$ cat src/rtl/rob_share_pkg.sv
package rob_share_pkg;

  typedef enum logic [1:0] {
    POL_DYNAMIC   = 2'd0,
    POL_PARTITION = 2'd1,
    POL_THRESHOLD = 2'd2,
    POL_INVALID   = 2'd3
  } policy_e;

  // Strobes from the control to the datapath.
  typedef struct packed {
    logic dispEn;
    logic retEn;
    logic sqEn;
    logic capLoad;
  } occStrobe_t;

endpackage

$ cat src/rtl/rob_share_ctrl.sv
module rob_share_ctrl
  import rob_share_pkg::*;
#(
  parameter int NT  = 4,
  parameter int CAP = 32,
  parameter int CW  = 6,
  parameter int TW  = 2
) (
  input  logic                   clk,
  input  logic                   rstN,
  input  logic                   dispValid,
  input  logic [TW-1:0]          dispTid,
  input  logic                   retValid,
  input  logic [TW-1:0]          retTid,
  input  logic                   squashValid,
  input  logic [TW-1:0]          squashTid,
  input  logic [CW-1:0]          squashCount,
  input  logic [1:0]             policySel,
  input  logic [NT-1:0][CW-1:0]  threadCnt,
  input  logic [NT-1:0][CW-1:0]  threadCap,
  input  logic [CW-1:0]          totalCnt,
  output occStrobe_t             stb,
  output logic                   errFlag
);

  localparam logic [CW-1:0] CAP_V = CW'(CAP);

  logic dispBlock, retBlock, sqBlock, polBad, anyErr;

  always_comb begin
    dispBlock = (threadCnt[dispTid] >= threadCap[dispTid]) || (totalCnt >= CAP_V);
    retBlock  = (threadCnt[retTid] == '0) || (squashValid && (squashTid == retTid));
    sqBlock   = squashCount > threadCnt[squashTid];
    polBad    = policy_e'(policySel) == POL_INVALID;

    stb.dispEn  = dispValid   && !dispBlock;
    stb.retEn   = retValid    && !retBlock;
    stb.sqEn    = squashValid && !sqBlock;
    stb.capLoad = !polBad;

    anyErr = polBad || (dispValid && dispBlock) || (retValid && retBlock)
             || (squashValid && sqBlock);
  end

  always_ff @(posedge clk) begin
    if (!rstN) errFlag <= 1'b0;
    else       errFlag <= anyErr;
  end

endmodule

$ cat src/rtl/rob_share_dp.sv
module rob_share_dp
  import rob_share_pkg::*;
#(
  parameter int NT  = 4,
  parameter int CAP = 32,
  parameter int CW  = 6,
  parameter int TW  = 2
) (
  input  logic                   clk,
  input  logic                   rstN,
  input  occStrobe_t             stb,
  input  logic [TW-1:0]          dispTid,
  input  logic [TW-1:0]          retTid,
  input  logic [TW-1:0]          squashTid,
  input  logic [CW-1:0]          squashCount,
  input  logic [NT-1:0]          activeMask,
  input  logic [1:0]             policySel,
  input  logic [CW-1:0]          thresholdVal,
  output logic [NT-1:0][CW-1:0]  threadCnt,
  output logic [NT-1:0][CW-1:0]  threadCap,
  output logic [CW-1:0]          totalCnt,
  output logic [NT-1:0][CW-1:0]  threadFreeArr,
  output logic [CW-1:0]          totalFree,
  output logic [NT-1:0]          threadFull,
  output logic                   globalFull
);

  localparam logic [CW-1:0] CAP_V  = CW'(CAP);
  localparam logic [CW-1:0] BASE_V = CW'(CAP / NT);

  int             activeNum;
  logic [CW-1:0]  shareActive;
  logic [CW-1:0]  thrClamp;
  logic [NT-1:0][CW-1:0] capNext;

  // Shared cap terms
  always_comb begin
    activeNum   = $countones(activeMask);
    shareActive = BASE_V;
    for (int k = 1; k <= NT; k++) begin
      if (activeNum == k) shareActive = CW'(CAP / k);
    end
    thrClamp = (thresholdVal > CAP_V) ? CAP_V : thresholdVal;
  end

  for (genvar i = 0; i < NT; i++) begin : g_thread
    logic [CW:0] cntWide;

    always_comb begin
      case (policy_e'(policySel))
        POL_DYNAMIC:   capNext[i] = CAP_V;
        POL_PARTITION: capNext[i] = activeMask[i] ? shareActive : BASE_V;
        POL_THRESHOLD: capNext[i] = (activeNum == 1 && activeMask[i]) ? CAP_V : thrClamp;
        default:       capNext[i] = threadCap[i];
      endcase
    end

    always_ff @(posedge clk) begin
      if (!rstN)            threadCap[i] <= CAP_V;
      else if (stb.capLoad) threadCap[i] <= capNext[i];
    end

    always_comb begin
      cntWide = {1'b0, threadCnt[i]};
      if (stb.dispEn && dispTid == TW'(i))   cntWide = cntWide + 1'b1;
      if (stb.retEn  && retTid  == TW'(i))   cntWide = cntWide - 1'b1;
      if (stb.sqEn   && squashTid == TW'(i)) cntWide = cntWide - {1'b0, squashCount};
    end

    always_ff @(posedge clk) begin
      if (!rstN) threadCnt[i] <= '0;
      else       threadCnt[i] <= cntWide[CW-1:0];
    end

    assign threadFull[i]    = threadCnt[i] >= threadCap[i];
    assign threadFreeArr[i] = threadFull[i] ? '0 : threadCap[i] - threadCnt[i];
  end

  logic [CW:0] totWide;
  always_comb begin
    totWide = {1'b0, totalCnt};
    if (stb.dispEn) totWide = totWide + 1'b1;
    if (stb.retEn)  totWide = totWide - 1'b1;
    if (stb.sqEn)   totWide = totWide - {1'b0, squashCount};
  end

  always_ff @(posedge clk) begin
    if (!rstN) totalCnt <= '0;
    else       totalCnt <= totWide[CW-1:0];
  end

  assign totalFree  = CAP_V - totalCnt;
  assign globalFull = totalCnt == CAP_V;

endmodule

$ cat src/rtl/rob_share_gov.sv
module rob_share_gov
  import rob_share_pkg::*;
#(
  parameter int NUM_THREADS = 4,
  parameter int CAPACITY    = 32,
  localparam int CW = $clog2(CAPACITY + 1),
  localparam int TW = (NUM_THREADS > 1) ? $clog2(NUM_THREADS) : 1
) (
  input  logic                      clk,
  input  logic                      rstN,
  input  logic                      dispValid,
  input  logic [TW-1:0]             dispTid,
  input  logic                      retValid,
  input  logic [TW-1:0]             retTid,
  input  logic                      squashValid,
  input  logic [TW-1:0]             squashTid,
  input  logic [CW-1:0]             squashCount,
  input  logic [NUM_THREADS-1:0]    activeMask,
  input  logic [1:0]                policySel,
  input  logic [CW-1:0]             thresholdVal,
  output logic [NUM_THREADS*CW-1:0] threadFree,
  output logic [CW-1:0]             totalFree,
  output logic [NUM_THREADS-1:0]    threadFull,
  output logic                      globalFull,
  output logic                      errFlag
);

  occStrobe_t                     stb;
  logic [NUM_THREADS-1:0][CW-1:0] threadCnt;
  logic [NUM_THREADS-1:0][CW-1:0] threadCap;
  logic [NUM_THREADS-1:0][CW-1:0] threadFreeArr;
  logic [CW-1:0]                  totalCnt;

  rob_share_ctrl #(.NT(NUM_THREADS), .CAP(CAPACITY), .CW(CW), .TW(TW)) u_ctrl (
    .clk(clk), .rstN(rstN),
    .dispValid(dispValid), .dispTid(dispTid),
    .retValid(retValid), .retTid(retTid),
    .squashValid(squashValid), .squashTid(squashTid), .squashCount(squashCount),
    .policySel(policySel),
    .threadCnt(threadCnt), .threadCap(threadCap), .totalCnt(totalCnt),
    .stb(stb), .errFlag(errFlag)
  );

  rob_share_dp #(.NT(NUM_THREADS), .CAP(CAPACITY), .CW(CW), .TW(TW)) u_dp (
    .clk(clk), .rstN(rstN), .stb(stb),
    .dispTid(dispTid), .retTid(retTid),
    .squashTid(squashTid), .squashCount(squashCount),
    .activeMask(activeMask), .policySel(policySel), .thresholdVal(thresholdVal),
    .threadCnt(threadCnt), .threadCap(threadCap), .totalCnt(totalCnt),
    .threadFreeArr(threadFreeArr), .totalFree(totalFree),
    .threadFull(threadFull), .globalFull(globalFull)
  );

  assign threadFree = threadFreeArr;

endmodule

$ cat config.mk
export PLATFORM = sky130hd
export DESIGN_NAME = rob_share_gov
export DESIGN_NICKNAME = d
export VERILOG_FILES = /design/src/rtl/rob_share_pkg.sv /design/src/rtl/rob_share_ctrl.sv /design/src/rtl/rob_share_dp.sv /design/src/rtl/rob_share_gov.sv
export SDC_FILE = /design/constraint.sdc
export NUM_CORES = 1
export LEC_CHECK = 0
export BUFFER_PORTS_ARGS = -buffer_cell sky130_fd_sc_hd__buf_2
export CAP_MARGIN = 20
export CORE_MARGIN = 2
export CORE_UTILIZATION = 55
export CTS_BUF_LIST = sky130_fd_sc_hd__clkbuf_16
export CTS_CLUSTER_DIAMETER = 60
export DETAILED_ROUTE_END_ITERATION = 6
export PLACE_DENSITY = 0.75
export SKIP_LAST_GASP = 1
export SLEW_MARGIN = 20
export SYNTH_ARGS = -nofsm -noshare
export SYNTH_HDL_FRONTEND = slang
export SYNTH_SLANG_ARGS = --single-unit
$ cat constraint.sdc
create_clock -name clk -period 8.7 [get_ports clk]
set_input_delay 0.435 -clock clk [delete_from_list [all_inputs] [get_ports clk]]
set_output_delay 0.435 -clock clk [all_outputs]
set_load 0.02 [all_outputs]
==> flow_summary.toml <==
[global_route]
top_usage_layer = "met2"
grt-ovfl-total = 0
grt_pass1_vias = 6055
grt.met2_usage_pct = 46.8
use_met1_pct = 40.0
use_met3_pct = 4.26
grt_max_degree = 27
grt_pass1_wl_um = 30600
grt_usage_pct = 28.7
antenna_found_initial = 0

[timing]
max_freq_mhz = 204
skew_ns = 0.00584
maxSlewViolCount = 0
finalHoldViolations = 0
finalSetupTns_ns = 0
finalCritPeriodShare_pct = 56.5
fin_crit_ns = 4.91
setup_viol = 0
rsz0062_at_grt = "false"
whs_ns = 0.429
tightest_slew_ns = 0.923
slew_headroom_pct = 38.0

[job]
maxCapViolCount = 0

[floorplan]
initial_core_util_pct = 55.7
dieWidth_um = 117
fp.coreArea_um2 = 12500
num_rows = 41
chipHeight_um = 117
io_pins = 65
dieArea_um2 = 13600

[detailed_routing]
ant_nets = 0
first_pass_iters = 5
via_per_inst = 6.17
wl_um = 19200
vias = 6601
wl_per_cell_um = 18.0
drtIter0Drc = 633
drc = 0

[yosys]
synth_edf_count = 0
ys_ff_latch = 55
syn_avg_cell_area_um2 = 8.10
syn_inst = 861
synth_area_um2 = 6980
synth_cell_types = 73
yosysSeqAreaShare_pct = 15.8
synth_warnings = 0
synthArstFlopShare_pct = 0
synth_top_flop_cell = "dfxtp_1"
synth.net_count = 975

[setup_path]
ff2ff_path_depth = 17
crit_top_cell = "ha_1"
r2r-start = "u_dp.threadCnt[6]"
path_buf_inv = 1
critPathLaunch = "dispTid[0]"
endpoint = "u_dp.totalCnt[5]"
slowest_stage = "mux4_2"
cp_top_family = "compound AO/OA/AOI/OAI gates"
r2r_setup_slack_ns = 3.90
r2r-end = "u_dp.totalCnt[5]"
cp_cell_sequence = "buf_2 > mux4_2 > ha_1 > a211oi_4 > o211ai_4 > a21oi_4 > mux2i_1 > ha_1 > mux2i_1 > ha_1 > nor2b_1 > o211ai_1 > a211o_1 > o2111ai_1 > o21a_1 > a311o_1 > a21oi_1"
cp-start-kind = "input pin"
critPathMaxStageDelay_ns = 0.56
end_kind = "flop"
cp_num_cells = 17
cp_max_fo = 17
crit_type = "input pin to flop"
worstPathRequired_ns = 8.93
arrival_ns = 5.15

[placement]
place_inst = 1061
place_congestion = 0.921
portBuffers = 64
dp_hpwl_um = 14900

[power_and_ir_drop]
power-per-cell-area_nw_per_um2 = 206
p_total_mw = 1.55
leakage_nw = 3.08
peakVddDrop_uv = 143

[clock_tree]
root_buffer = "clkbuf_16"
hold_buffers = 0
path_clk_slew_ns = 0.07
clock_path_buffers = 2
clk_latency_ns = 0.30
tritoncts = "done"
htreeDepth = 2
postCtsSetupBuffers = 0
cts_made_buffers = 5
clock-sinks = 55
cts_resized = 0

[final_layout]
finalNonFillerCells = 1069
antennaDiodeCount = 0
layout-drive-gt1-share_pct = 12.4
final_nets = 1010
utilization_pct = 60.0
layout_commonest_cell = "ha_1"
layout_common_cells = "ha_1, inv_1, nor2_1, xnor2_1, buf_2"
area_growth_pct = 7.69

[hold_path]
hold_path.class = "input pin to flop"

[status]
status = "complete, no violations"
==> metrics by stage <==
stage,area (um2),setup WS [ns]
floorplan,6980,3.54
global placement,7370,3.60
detailed placement,7370,3.46
CTS,7510,3.77
global route,7510,3.42
finish,7510,3.79
==> per-layer routing <==
metal | wire [um] | share of wire (%)
met5 | 0 | 0
met1 | 8760 | 46
met3 | 1340 | 7.0
met4 | 381 | 2.0
met2 | 8730 | 45
==> cell usage after synthesis, types with 5 or more instances <==
| cell type | count | area (um2) |
|---|---|---|
| a211o_1 | 6 | 52.6 |
| a21o_1 | 28 | 210 |
| a21oi_1 | 42 | 210 |
| a22oi_1 | 8 | 60.1 |
| a311oi_1 | 6 | 52.6 |
| a31oi_1 | 10 | 62.6 |
| a32oi_1 | 5 | 43.8 |
| and3_1 | 9 | 56.3 |
| buf_1 | 7 | 26.3 |
| buf_2 | 6 | 30.0 |
| clkbuf_1 | 22 | 82.6 |
| dfxtp_1 | 55 | 1100 |
| fa_1 | 10 | 200 |
| ha_1 | 75 | 938 |
| inv_1 | 73 | 274 |
| mux2i_1 | 17 | 170 |
| mux4_2 | 18 | 405 |
| nand2_1 | 60 | 225 |
| nand2b_1 | 10 | 62.6 |
| nand3_1 | 21 | 105 |
| nand3b_1 | 7 | 52.6 |
| nand4_1 | 18 | 113 |
| nor2_1 | 67 | 251 |
| nor2b_1 | 21 | 131 |
| nor3_1 | 24 | 120 |
| nor3b_1 | 5 | 37.5 |
| nor4_1 | 11 | 68.8 |
| o2111ai_1 | 6 | 52.6 |
| o211a_1 | 5 | 50.1 |
| o211ai_1 | 13 | 97.6 |
| o21a_1 | 8 | 60.1 |
| o21ai_0 | 25 | 125 |
| o21ai_1 | 5 | 25.0 |
| o22ai_1 | 6 | 37.5 |
| or3_1 | 7 | 43.8 |
| xnor2_1 | 65 | 569 |
| xor2_1 | 15 | 131 |
==> registers in the layout, summed over array words and instances (netlist names) <==
signal and flops:
u_ctrl.errFlag 1, u_dp.threadCap 24, u_dp.threadCnt 24, u_dp.totalCnt 6
==> cell families after synthesis <==
family	synth area share, %
DFF	15.8
muxes	9.06
adders and majority gates	16.3
xor gates and xnor gates	10.0
buffers and inverters	6.15
AOI/OAI and AO/OA	21.7
and+or+nand+nor	21.0
==> where the power goes <==
| group | switching [mW] | internal, mW | leakage (nW) |
|---|---|---|---|
| registers | 0.0707 | 0.281 | 0.448 |
| clock network | 0.0986 | 0.106 | 0.0658 |
| logic | 0.577 | 0.413 | 2.56 |
| total | 0.746 | 0.801 | 3.08 |
==> worst register-to-register path: stages (launching register included) <==
cell and delay [ns]:
dfxtp_1 0.66, mux4_2 0.36, inv_1 0.04, ha_1 0.27, nand2b_1 0.16, a21o_1 0.38
a21oi_4 0.36, mux2i_1 0.33, ha_1 0.28, mux2i_1 0.28, ha_1 0.29, nor2b_1 0.13
o211ai_1 0.24, a211o_1 0.17, o2111ai_1 0.13, o21a_1 0.22, a311o_1 0.32, a21oi_1 0.12
==> cell type report <==
type                       instances  area (um2)
inverter                          74         278
timing repair buffer              65         328
clock buffer                       5         125
tap                              172         215
clock inverter                     3        20.0
fill                            1183        5000
multi-input combinational        695        5450
sequential                        55        1100
==> how the worst min path moves through the flow <==
stage / from / to / cells after the start
2_1_floorplan: u_dp.threadCap[22] / u_dp.threadCap[22] / 2
3_3_place_gp: u_dp.threadCap[8] / u_dp.threadCap[8] / 2
3_5_place_dp: u_dp.threadCap[10] / u_dp.threadCap[10] / 2
4_1_cts: thresholdVal[2] / u_dp.threadCap[8] / 3
5_1_grt: thresholdVal[2] / u_dp.threadCap[8] / 3
6_report: thresholdVal[2] / u_dp.threadCap[8] / 3
(Power assumes the default switching activity.)
